==> src/rtl/ptw_pkg.sv <==
package ptw_pkg;
  typedef enum logic [1:0] {
    ST_IDLE = 2'd0,
    ST_DIR  = 2'd1,
    ST_TBL  = 2'd2,
    ST_DONE = 2'd3
  } walk_state_e;

  localparam int unsigned PRESENT_BIT = 0;
endpackage

==> src/rtl/ptw_ctrl.sv <==
module ptw_ctrl
  import ptw_pkg::*;
(
  input  logic        clk,
  input  logic        rst_n,
  input  logic        req_valid,
  input  logic        mem_rd_ready,
  input  logic        entry_present,
  output walk_state_e state,
  output logic        accept,
  output logic        dir_hit,
  output logic        tbl_hit
);
  walk_state_e state_nxt;

  assign accept  = (state == ST_IDLE) && req_valid;
  assign dir_hit = (state == ST_DIR) && mem_rd_ready;
  assign tbl_hit = (state == ST_TBL) && mem_rd_ready;

  always_comb begin
    state_nxt = state;
    case (state)
      ST_IDLE: if (req_valid)    state_nxt = ST_DIR;
      ST_DIR:  if (mem_rd_ready) state_nxt = entry_present ? ST_TBL : ST_DONE;
      ST_TBL:  if (mem_rd_ready) state_nxt = ST_DONE;
      ST_DONE:                   state_nxt = ST_IDLE;
      default:                   state_nxt = ST_IDLE;
    endcase
  end

  always_ff @(posedge clk or negedge rst_n) begin
    if (!rst_n) state <= ST_IDLE;
    else        state <= state_nxt;
  end
endmodule

==> src/rtl/ptw_addr_gen.sv <==
module ptw_addr_gen
  import ptw_pkg::*;
#(
  parameter int unsigned ADDR_W = 32,
  parameter int unsigned OFS_W  = 12,
  parameter int unsigned IDX_W  = 10,
  parameter int unsigned ENT_LG = 2
) (
  input  walk_state_e       state,
  input  logic [ADDR_W-1:0] va_q,
  input  logic [ADDR_W-1:0] dir_base_q,
  input  logic [ADDR_W-1:0] tbl_base_q,
  output logic [ADDR_W-1:0] entry_addr
);
  localparam logic [ADDR_W-1:0] OFS_MASK = ADDR_W'((64'd1 << OFS_W) - 64'd1);
  localparam logic [ADDR_W-1:0] IDX_MASK = ADDR_W'((64'd1 << IDX_W) - 64'd1);
  localparam int unsigned TBL_LSB = OFS_W;
  localparam int unsigned DIR_LSB = OFS_W + IDX_W;

  logic [ADDR_W-1:0] dir_idx, tbl_idx;
  logic [ADDR_W-1:0] dir_slot, tbl_slot;

  assign dir_idx  = (va_q >> DIR_LSB) & IDX_MASK;
  assign tbl_idx  = (va_q >> TBL_LSB) & IDX_MASK;
  assign dir_slot = (dir_base_q & ~OFS_MASK) | (dir_idx << ENT_LG);
  assign tbl_slot = (tbl_base_q & ~OFS_MASK) | (tbl_idx << ENT_LG);

  always_comb begin
    entry_addr = dir_slot;
    if (state == ST_TBL) entry_addr = tbl_slot;
  end
endmodule

==> src/rtl/ptw_capture.sv <==
module ptw_capture #(
  parameter int unsigned ADDR_W = 32,
  parameter int unsigned OFS_W  = 12
) (
  input  logic              clk,
  input  logic              rst_n,
  input  logic              accept,
  input  logic              dir_hit,
  input  logic              tbl_hit,
  input  logic              entry_present,
  input  logic [ADDR_W-1:0] req_vaddr,
  input  logic [ADDR_W-1:0] req_dir_base,
  input  logic [ADDR_W-1:0] mem_rd_data,
  output logic [ADDR_W-1:0] va_q,
  output logic [ADDR_W-1:0] dir_base_q,
  output logic [ADDR_W-1:0] tbl_base_q,
  output logic [ADDR_W-1:0] paddr_q,
  output logic              fault_q
);
  localparam logic [ADDR_W-1:0] OFS_MASK = ADDR_W'((64'd1 << OFS_W) - 64'd1);

  logic              fin_en;
  logic [ADDR_W-1:0] frame_addr;
  logic [ADDR_W-1:0] paddr_nxt;

  assign fin_en     = (dir_hit && !entry_present) || tbl_hit;
  assign frame_addr = (mem_rd_data & ~OFS_MASK) | (va_q & OFS_MASK);
  assign paddr_nxt  = entry_present && tbl_hit ? frame_addr : '0;

  always_ff @(posedge clk or negedge rst_n) begin
    if (!rst_n) begin
      va_q       <= '0;
      dir_base_q <= '0;
    end else if (accept) begin
      va_q       <= req_vaddr;
      dir_base_q <= req_dir_base;
    end
  end

  always_ff @(posedge clk or negedge rst_n) begin
    if (!rst_n)       tbl_base_q <= '0;
    else if (dir_hit) tbl_base_q <= mem_rd_data;
  end

  always_ff @(posedge clk or negedge rst_n) begin
    if (!rst_n) begin
      paddr_q <= '0;
      fault_q <= 1'b0;
    end else if (fin_en) begin
      paddr_q <= paddr_nxt;
      fault_q <= !entry_present;
    end
  end
endmodule

==> src/rtl/ptw_walker.sv <==
module ptw_walker
  import ptw_pkg::*;
#(
  parameter int unsigned ADDR_W = 32,
  parameter int unsigned OFS_W  = 12,
  parameter int unsigned IDX_W  = 10
) (
  input  logic              clk,
  input  logic              rst_n,
  input  logic              req_valid,
  input  logic [ADDR_W-1:0] req_vaddr,
  input  logic [ADDR_W-1:0] req_dir_base,
  output logic              req_ready,
  output logic              mem_rd_valid,
  output logic [ADDR_W-1:0] mem_rd_addr,
  input  logic              mem_rd_ready,
  input  logic [ADDR_W-1:0] mem_rd_data,
  output logic              done,
  output logic              fault,
  output logic [ADDR_W-1:0] paddr
);
  localparam int unsigned ENT_LG = OFS_W - IDX_W;

  walk_state_e       state;
  logic              accept, dir_hit, tbl_hit, entry_present, fault_q;
  logic [ADDR_W-1:0] va_q, dir_base_q, tbl_base_q, paddr_q;

  assign entry_present = mem_rd_data[PRESENT_BIT];

  ptw_ctrl u_ctrl (
    .clk           (clk),
    .rst_n         (rst_n),
    .req_valid     (req_valid),
    .mem_rd_ready  (mem_rd_ready),
    .entry_present (entry_present),
    .state         (state),
    .accept        (accept),
    .dir_hit       (dir_hit),
    .tbl_hit       (tbl_hit)
  );

  ptw_capture #(.ADDR_W(ADDR_W), .OFS_W(OFS_W)) u_cap (
    .clk           (clk),
    .rst_n         (rst_n),
    .accept        (accept),
    .dir_hit       (dir_hit),
    .tbl_hit       (tbl_hit),
    .entry_present (entry_present),
    .req_vaddr     (req_vaddr),
    .req_dir_base  (req_dir_base),
    .mem_rd_data   (mem_rd_data),
    .va_q          (va_q),
    .dir_base_q    (dir_base_q),
    .tbl_base_q    (tbl_base_q),
    .paddr_q       (paddr_q),
    .fault_q       (fault_q)
  );

  ptw_addr_gen #(.ADDR_W(ADDR_W), .OFS_W(OFS_W), .IDX_W(IDX_W), .ENT_LG(ENT_LG)) u_addr (
    .state      (state),
    .va_q       (va_q),
    .dir_base_q (dir_base_q),
    .tbl_base_q (tbl_base_q),
    .entry_addr (mem_rd_addr)
  );

  assign req_ready    = (state == ST_IDLE);
  assign mem_rd_valid = (state == ST_DIR) || (state == ST_TBL);
  assign done         = (state == ST_DONE);
  assign fault        = done && fault_q;
  assign paddr        = paddr_q;
endmodule

==> config.mk <==
export PLATFORM = sky130hd
export DESIGN_NAME = ptw_walker
export DESIGN_NICKNAME = d
export VERILOG_FILES = /design/src/rtl/ptw_pkg.sv /design/src/rtl/ptw_ctrl.sv /design/src/rtl/ptw_addr_gen.sv /design/src/rtl/ptw_capture.sv /design/src/rtl/ptw_walker.sv
export SDC_FILE = /design/constraint.sdc
export NUM_CORES = 1
export LEC_CHECK = 0
export ABC_AREA = 1
export ABC_CLOCK_PERIOD_IN_PS = 1800
export BUFFER_PORTS_ARGS = -buffer_cell sky130_fd_sc_hd__clkbuf_2
export CAP_MARGIN = 20
export CORE_ASPECT_RATIO = 1.2
export CORE_MARGIN = 8
export CORE_UTILIZATION = 50
export DETAILED_ROUTE_END_ITERATION = 7
export PLACE_DENSITY = 0.77
export SLEW_MARGIN = 15
export SYNTH_ARGS = -nofsm -noshare
export SYNTH_HDL_FRONTEND = slang
export SYNTH_SLANG_ARGS = --single-unit
==> constraint.sdc <==
create_clock -name clk -period 1.8 [get_ports clk]
set_input_delay 0.36 -clock clk [delete_from_list [all_inputs] [get_ports clk]]
set_output_delay 0.36 -clock clk [all_outputs]
set_load 0.02 [all_outputs]
==> results of run 1 <==
## cell families after synthesis
group           Yosys count
compound gates           62
fa+ha+maj                 4
flops                   107
simple gates            302
other cells               1
buf+inv                  77
## per-stage QoR
| step | power [mW] | instance area [µm²] |
|---|---|---|
| 2_1_floorplan | 7.16 | 4710 |
| 6_report | 12.9 | 6500 |
| 3_3_place_gp | 8.66 | 5520 |
| 4_1_cts | 11.6 | 6080 |
| 3_5_place_dp | 8.84 | 5520 |
| 5_1_grt | 13.6 | 6500 |
## state kept, by name, indices dropped and copies added, names as in the netlist
name,cells
u_ctrl.state,2
u_cap.va_q,32
u_cap.dir_base_q,20
u_cap.paddr_q,32
u_cap.tbl_base_q,20
u_cap.fault_q,1
## power breakdown
part / internal (mW) / leakage [nW] / switching [mW]
Clock: 1.05 / 0.148 / 0.841
Sequential: 3.45 / 1.31 / 0.568
Combinational: 2.97 / 2.09 / 3.99
## cell type report
class                   count  area, µm²
clock buffers              12        267
clock inverters             4       23.8
fillers                   682       2820
inverters                  37        139
multi-input cells         371       1950
flip-flops and latches    107       2680
well taps                 123        154
repair buffers            169       1290
## tightest hold or removal path, stage by stage
cell and delay [ps]:
clkbuf_2 80, nand3_1 70, nand2_1 50
## repair_timing
item / CTS / global route
setup buffers: 3 / 2
hold buffers: 1 / 0
gates resized for setup: 82 / 114
setup endpoints to repair: 30 / 65
pin swaps: 0 / 14
gates cloned: 1 / 7
endpoints found under the hold margin: 23 / 0
## worst min path at each step
stage / from / to / slack [ps]
floorplan: rst_n / u_cap.dir_base_q[12]$_DFFE_PN0P_ / 60
global placement: rst_n / u_cap.paddr_q[30]$_DFFE_PN0P_ / 290
detailed placement: rst_n / u_cap.paddr_q[25]$_DFFE_PN0P_ / 300
CTS: req_vaddr[0] / u_cap.va_q[0]$_DFFE_PN0P_ / 240
global route: req_vaddr[18] / u_cap.va_q[18]$_DFFE_PN0P_ / 250
finish: req_vaddr[6] / u_cap.va_q[6]$_DFFE_PN0P_ / 250
## cells in the final DEF (no fill, tap or decap)
| cell | netlist | layout |
|---|---|---|
| a21oi_1 | 30 | 30 |
| a31oi_1 | 1 | 1 |
| buf_12 | 0 | 7 |
| buf_2 | 27 | 1 |
| buf_4 | 6 | 18 |
| buf_6 | 4 | 19 |
| buf_8 | 0 | 11 |
| clkbuf_16 | 0 | 12 |
| clkbuf_2 | 3 | 109 |
| clkbuf_8 | 0 | 3 |
| clkinv_2 | 0 | 3 |
| clkinv_4 | 0 | 1 |
| conb_1 | 1 | 2 |
| dfrtp_1 | 107 | 107 |
| dlygate4sd3_1 | 0 | 1 |
| ha_1 | 4 | 1 |
| ha_2 | 0 | 2 |
| ha_4 | 0 | 1 |
| inv_1 | 36 | 34 |
| inv_2 | 1 | 3 |
| nand2_1 | 187 | 165 |
| nand2_2 | 0 | 19 |
| nand2_4 | 1 | 4 |
| nand2_8 | 1 | 1 |
| nand3_1 | 77 | 77 |
| nand3_4 | 1 | 2 |
| nor2_1 | 34 | 34 |
| nor2_8 | 1 | 1 |
| o21ai_1 | 0 | 5 |
| o21ai_2 | 0 | 12 |
| o21ai_4 | 0 | 13 |
| o21bai_1 | 1 | 1 |
## routing by layer
layer | share of wire (%) | vias to the layer above | global-route usage, %
met5 | 0 | - | 0
met4 | 1.9 | 0 | 7.60
met3 | 5.9 | 18 | 5.83
met2 | 53 | 150 | 31.8
met1 | 39 | 2095 | 24.8
li1 | - | 2029 | -
==> impl_metrics.ini, run 1 <==
[critical_path]
critPathKind = reg -> out
crit_cells = 5
start_kind = register
r2r_setup_slack_ps = 110
endpoint_kind = primary output
r2r_cells = 8
setup.worst_path.end = mem_rd_addr[28]
path_cells = ha_4 > buf_8 > buf_12 > o21ai_2 > buf_6
r2r_start = u_ctrl.state[0]$_DFFE_PN0P_
cpPeakStageDelay_ps = 430
rr_endpoint = u_cap.paddr_q[16]$_DFFE_PN0P_
critical_path.max_fanout = 12
crit_buf_inv = 3
arrival_ps = 1610
cp.required_ps = 1440
cpLargestDelayFamily = buffers and inverters
startpoint = u_ctrl.state[1]$_DFFE_PN0P_
critPathSlowestCell = dfrtp_1

[grt]
grt_overflow_total = 0
grt_pass1_wl_um = 20700
grt_use_total_pct = 19.7
grt_max_degree = 50
antenna_found_initial = 0
grt_pass1_vias = 4166

[sta]
setup-violations-final = 30
fin_crit_sh_pct = 109
drv_slew = 0
worst_hold_slack_ps = 245
timing.fmax_mhz = 508
rsz0062_at_grt = true
fin_ws_ps = -170
skew_ps = 5.36
setup_tns_ps = -3320
hold_viol_final = 0
finalWorstPathRequiredPeriod_ps = 1970

[clock_tree]
htreeDepth = 3
cts_root_buffer = clkbuf_16
clock-sinks = 107
tritoncts = built
cts_made_buffers = 9
clk_pin_slew_ps = 70
insertion_delay_ps = 340
clockBufferDepth = 2

[route]
postRouteAntennaNets = 0
via_per_inst = 5.22
first_pass_iters = 6
drc_errors = 0
drt_iter0_markers = 258
dr_total_vias = 4292
drt-wirelength-per-cell_um = 16.9
totalWireLength_um = 13900

[placement]
detailed_place_hpwl_um = 8850
place_congestion = 0.929
dp.cells = 794
io_buffers = 142
preCtsSetupSlack_ps = 49.0

[yosys]
syn-cell-area_um2 = 4710
synth_top_family_by_area = simple AND/OR/NAND/NOR gates
synth.distinct_cells = 20
synth-compound-area-share_pct = 6.67
syn_avg_cell_area_um2 = 8.51
yosys.area_share.adder_pct = 1.06
synth_top_area_cell = dfrtp_1
synth-xor-area-share_pct = 0
yosysTopAreaCellShare_pct = 56.9
yosys.cell_count.top_type = nand2_1
seq_area_frac_synth_pct = 56.9
yosys.area_share.simple_pct = 27.3
yosys-top-cells-count = nand2_1, dfrtp_1, nand3_1, inv_1, nor2_1
ys.flop_type = dfrtp_1
muxShareOfSynthArea_pct = 0
ys_ff_latch = 107
yosysWarnings = 0
yosys-top-cells-area = dfrtp_1, nand2_1, nand3_1
async_reset_ff_share_pct = 100
synthCells = 553
synth_edf_count = 0

[power]
powerDensity_nw_per_um2 = 1980
p_leak_nw = 3.55
ir_drop_mv = 1.04

[die]
row_count = 39
io_pins = 168
start_util_pct = 50.5
die_w_um = 105
die_area_um2 = 12800
coreArea_um2 = 9320
die_y_um = 122

[hold_path]
holdPathStages = 3
min_path_type = in -> reg

[finish]
finalNonFillerCells = 823
antenna_cells = 0
drive_gt1_share_pct = 34.6
final_nets = 799
fin_util_pct = 69.8
areaGrowthSynthToFinish_pct = 38.1

[run_status]
status = complete, but fails checks
violations = negative setup slack

[run]
max_cap_violations = 0
Power figures use the tool's default switching activity.
==> run 2: changes to the inputs <==
--- a/config.mk
+++ b/config.mk
@@ -14,6 +14,7 @@
 export CORE_UTILIZATION = 50
 export DETAILED_ROUTE_END_ITERATION = 7
 export PLACE_DENSITY = 0.77
+export RECOVER_POWER = 25
 export SLEW_MARGIN = 15
 export SYNTH_ARGS = -nofsm -noshare
 export SYNTH_HDL_FRONTEND = slang
==> impl_metrics.ini, run 2 (synthesis results as in run 1) <==
[sta]
maxSlewHeadroom_pct = 59.2
fin_crit_sh_pct = 110
finalWorstPathRequiredPeriod_ps = 1980
tightestPinTransition_ps = 612
skew_ps = 5.91
hold_viol_final = 0
rsz0062_at_grt = true
timing.fmax_mhz = 505
fin_ws_ps = -180
drv_slew = 0
setup-violations-final = 30

[grt]
grt_pass1_vias = 4166
grt-busiest-layer = met2
grt_pass1_wl_um = 20700
grt_max_degree = 50
use_met1_pct = 24.8
grt_use_total_pct = 19.7
grt_overflow_total = 0
use_met3_pct = 5.83
antenna_found_initial = 0
use_met2_pct = 31.8

[placement]
detailed_place_hpwl_um = 8850
io_buffers = 142
place_congestion = 0.929
preCtsSetupSlack_ps = 49.0

[critical_path]
r2r_setup_slack_ps = 110
r2r_cells = 8
start_kind = register
critPathKind = reg -> out
startpoint = u_ctrl.state[1]$_DFFE_PN0P_
critical_path.max_fanout = 12
endpoint_kind = primary output
arrival_ps = 1620
cp.required_ps = 1440
setup.worst_path.end = mem_rd_addr[28]
rr_endpoint = u_cap.paddr_q[16]$_DFFE_PN0P_
r2r_start = u_ctrl.state[0]$_DFFE_PN0P_

[route]
postRouteAntennaNets = 0
drt-wirelength-per-cell_um = 17.0
drc_errors = 0
via_per_inst = 5.30
first_pass_iters = 5
dr_total_vias = 4361
drt_iter0_markers = 261
totalWireLength_um = 14000

[run_status]
status = complete, but fails checks
violations = negative setup slack

[clock_tree]
clockBufferDepth = 2
clk_pin_slew_ps = 70
cts_made_buffers = 9
tritoncts = built
clock-sinks = 107
htreeDepth = 3
cts_root_buffer = clkbuf_16
insertion_delay_ps = 340

[run]
max_cap_violations = 0

[finish]
drive_gt1_share_pct = 34.6
areaGrowthSynthToFinish_pct = 37.6
multi_input_area_um2 = 1950
antenna_cells = 0
nFillCells = 687
regArea_um2 = 2680
fin_util_pct = 69.5
final_nets = 799
reg.largest.list = u_cap.paddr_q x32, u_cap.va_q x32
layout_common_cells = nand2_1, clkbuf_2, dfrtp_1
layout_commonest_cell = nand2_1

[die]
row_count = 39
die_w_um = 105
io_pins = 168
start_util_pct = 50.5
coreArea_um2 = 9320
die_area_um2 = 12800
die_y_um = 122

[power]
powerDensity_nw_per_um2 = 1990
power_mw = 12.9
p_leak_nw = 3.54
ir_drop_mv = 1.03

[hold_path]
min_path_type = in -> reg
run 2: report_power, final:
part	leakage (nW)	internal [mW]	switching, mW
combinational	2.08	2.97	4.00
clock	0.148	1.05	0.845
sequential	1.31	3.45	0.567
total	3.54	7.46	5.41
run 2: what timing repair did:
item	4_1_cts	5_1_grt
pin swaps	0	14
hold buffers	1	0
setup endpoints to repair	30	65
gates resized for setup	82	114
cloned	1	7
endpoints found under the hold margin	23	0
buffers inserted	3	2
run 2: worst min-delay path by stage:
stage / slack, ps / cells past startpoint / startpoint / endpoint
final: 240 / 3 / req_vaddr[0] / u_cap.va_q[0]$_DFFE_PN0P_
after global routing: 250 / 3 / req_vaddr[18] / u_cap.va_q[18]$_DFFE_PN0P_
after CTS: 240 / 3 / req_vaddr[0] / u_cap.va_q[0]$_DFFE_PN0P_
after detailed placement: 300 / 1 / rst_n / u_cap.paddr_q[25]$_DFFE_PN0P_
after global placement: 290 / 1 / rst_n / u_cap.paddr_q[30]$_DFFE_PN0P_
after floorplan: 60 / 0 / rst_n / u_cap.dir_base_q[12]$_DFFE_PN0P_
run 2: final cells by class:
class | count | share of cell area (%)
clock buffers | 12 | 4.11
well taps | 123 | 2.38
inverters | 37 | 2.14
flip-flops and latches | 107 | 41.3
repair buffers | 169 | 19.5
multi-input cells | 371 | 30.1
clock inverters | 4 | 0.367
run 2: critical path, cell delays in order, from the launching register on:
cell,delay (ps)
dfrtp_1,430
ha_4,200
buf_8,140
buf_12,150
o21ai_2,200
buf_6,150
run 2: stage by stage:
step	instance area (µm²)	TNS, ps	hold slack [ps]	std cells
floorplan	4710	-770	64.4	554
global placement	5520	0	290	794
detailed placement	5520	0	297	794
CTS	6080	-4200	238	815
global route	6480	-4690	248	823
finish	6480	-3370	243	823
run 2: per-layer routing:
| layer | routed length [µm] | vias up |
|---|---|---|
| li1 | - | 2029 |
| met2 | 7340 | 161 |
| met4 | 351 | 0 |
| met3 | 877 | 26 |
| met5 | 0 | - |
| met1 | 5410 | 2145 |
==> run 3: changes to the inputs <==
==> constraint.sdc (replaced) <==
create_clock -name clk -period 1.8 [get_ports clk]
set_input_delay 0.09 -clock clk [delete_from_list [all_inputs] [get_ports clk]]
set_output_delay 0.09 -clock clk [all_outputs]
set_load 0.02 [all_outputs]
==> impl_metrics.ini, run 3 (synthesis results as in run 1) <==
[run_status]
status = complete, but fails checks
violations = negative hold slack

[die]
row_count = 39
die_w_um = 105
die_area_um2 = 12800
io_pins = 168
die_y_um = 122
start_util_pct = 50.5
coreArea_um2 = 9320

[placement]
detailed_place_hpwl_um = 8880
place_congestion = 0.909
placed_cell_area_um2 = 5490
io_buffers = 142

[grt]
grt_pass1_vias = 4584
grt_pass1_wl_um = 22400
grt_overflow_total = 0
antenna_found_initial = 0
grt_use_total_pct = 21.6
grt_max_degree = 50

[finish]
drive_gt1_share_pct = 24.4
final_nets = 840
reg.largest.list = u_cap.paddr_q x32, u_cap.va_q x32
layout_commonest_cell = nand2_1
final_area_um2 = 6400
areaGrowthSynthToFinish_pct = 35.9
layout_common_cells = nand2_1, clkbuf_2, dfrtp_1

[route]
first_pass_iters = 5
postRouteAntennaNets = 0
drc_errors = 0
drt-wirelength-per-cell_um = 16.0
totalWireLength_um = 13900
drt_iter0_markers = 283
dr_total_vias = 4450
via_per_inst = 5.14

[sta]
finalWorstPathRequiredPeriod_ps = 1720
worst_hold_slack_ps = -3.80
fin_crit_sh_pct = 95.3
tightestPinTransition_ps = 703
skew_ps = 6.22
drv_slew = 0
maxSlewHeadroom_pct = 53.1
hold_viol_final = 1
setup-violations-final = 0
setup_tns_ps = 0
rsz0062_at_grt = false
timing.fmax_mhz = 583

[critical_path]
rr_endpoint = u_cap.paddr_q[22]$_DFFE_PN0P_
endpoint_kind = primary output
critPathSlowestCell = dfrtp_1
r2r_start = u_ctrl.state[1]$_DFFE_PN0P_
cp.required_ps = 1710
path_cells = inv_2 > ha_4 > buf_12 > nand2_1 > o21ai_1 > buf_2
cpPeakStageDelay_ps = 400
critPathKind = reg -> out
setup.worst_path.end = mem_rd_addr[14]
critical_path.max_fanout = 30
arrival_ps = 1630
r2r_setup_slack_ps = 160
r2r_cells = 5
start_kind = register
startpoint = u_ctrl.state[0]$_DFFE_PN0P_

[clock_tree]
clock-sinks = 107
cts_root_buffer = clkbuf_16
tritoncts = built
clockBufferDepth = 2
insertion_delay_ps = 340
cts_made_buffers = 9
clk_pin_slew_ps = 70
htreeDepth = 3

[hold_path]
min_path_type = in -> reg
holdCritStartpoint = req_dir_base[14]

[power]
p_leak_nw = 3.53
ir_drop_mv = 1.14
powerDensity_nw_per_um2 = 1750

[run]
max_cap_violations = 0
-- run 3: report_power, final --
| part | leakage, nW | internal [mW] | switching (mW) | total (mW) |
|---|---|---|---|---|
| sequential | 1.31 | 3.45 | 0.530 | 3.98 |
| clock | 0.159 | 1.26 | 0.871 | 2.13 |
| combinational | 2.06 | 1.77 | 3.34 | 5.11 |
| total | 3.53 | 6.47 | 4.74 | 11.2 |
-- run 3: layout make-up --
type,count,area [µm²]
Antenna cell,2,5.00
Clock buffer,10,239
Clock inverter,6,86.3
Fill cell,707,2920
Inverter,37,139
Multi-Input combinational cell,370,1670
Sequential cell,107,2680
Tap cell,123,154
Timing Repair Buffer,211,1430
-- run 3: layer usage --
metal	up-vias	routed length, µm	global-route usage (%)
li1	2104	-	-
met1	2098	5520	25.3
met5	-	0	0
met2	210	6950	35.8
met4	0	452	11.5
met3	38	959	5.67
-- run 3: how the worst min path moves through the flow --
stage / to / slack [ps] / cells past startpoint
finish: u_cap.dir_base_q[14]$_DFFE_PN0P_ / -4 / 3
global route: u_cap.va_q[24]$_DFFE_PN0P_ / 3 / 3
CTS: u_cap.dir_base_q[25]$_DFFE_PN0P_ / 0.1 / 3
detailed placement: u_cap.paddr_q[5]$_DFFE_PN0P_ / 40 / 1
global placement: u_cap.paddr_q[30]$_DFFE_PN0P_ / 30 / 1
floorplan: u_cap.dir_base_q[12]$_DFFE_PN0P_ / -210 / 0
-- run 3: metrics by stage --
stage | cells | power, mW | setup WS [ps] | utilization (%) | hold slack (ps)
6_report | 866 | 11.2 | 83.9 | 68.6 | -3.80
5_1_grt | 864 | 12.0 | 13.2 | 68.6 | 3.42
4_1_cts | 863 | 11.2 | -5.80 | 68.7 | 0.119
3_5_place_dp | 792 | 8.80 | 167 | 58.9 | 39.3
3_3_place_gp | 792 | 8.61 | 236 | 58.9 | 32.8
2_1_floorplan | 554 | 7.16 | 244 | - | -206
-- run 3: timing repair --
item                       4_1_cts  5_1_grt
setup endpoints to repair       30       22
hold buffers                    52        1
cloned                           1        0
hold endpoints to repair        78        1
resized for setup               11       11
buffers inserted                 2        0
-- run 3: critical path: cells and delay by family, from the launching register on --
family | cells | cell delay (ps)
buffers and inverters | 3 | 490
adders and majority gates | 1 | 200
AOI/OAI and AO/OA | 1 | 110
and+or+nand+nor | 1 | 80
DFF | 1 | 400
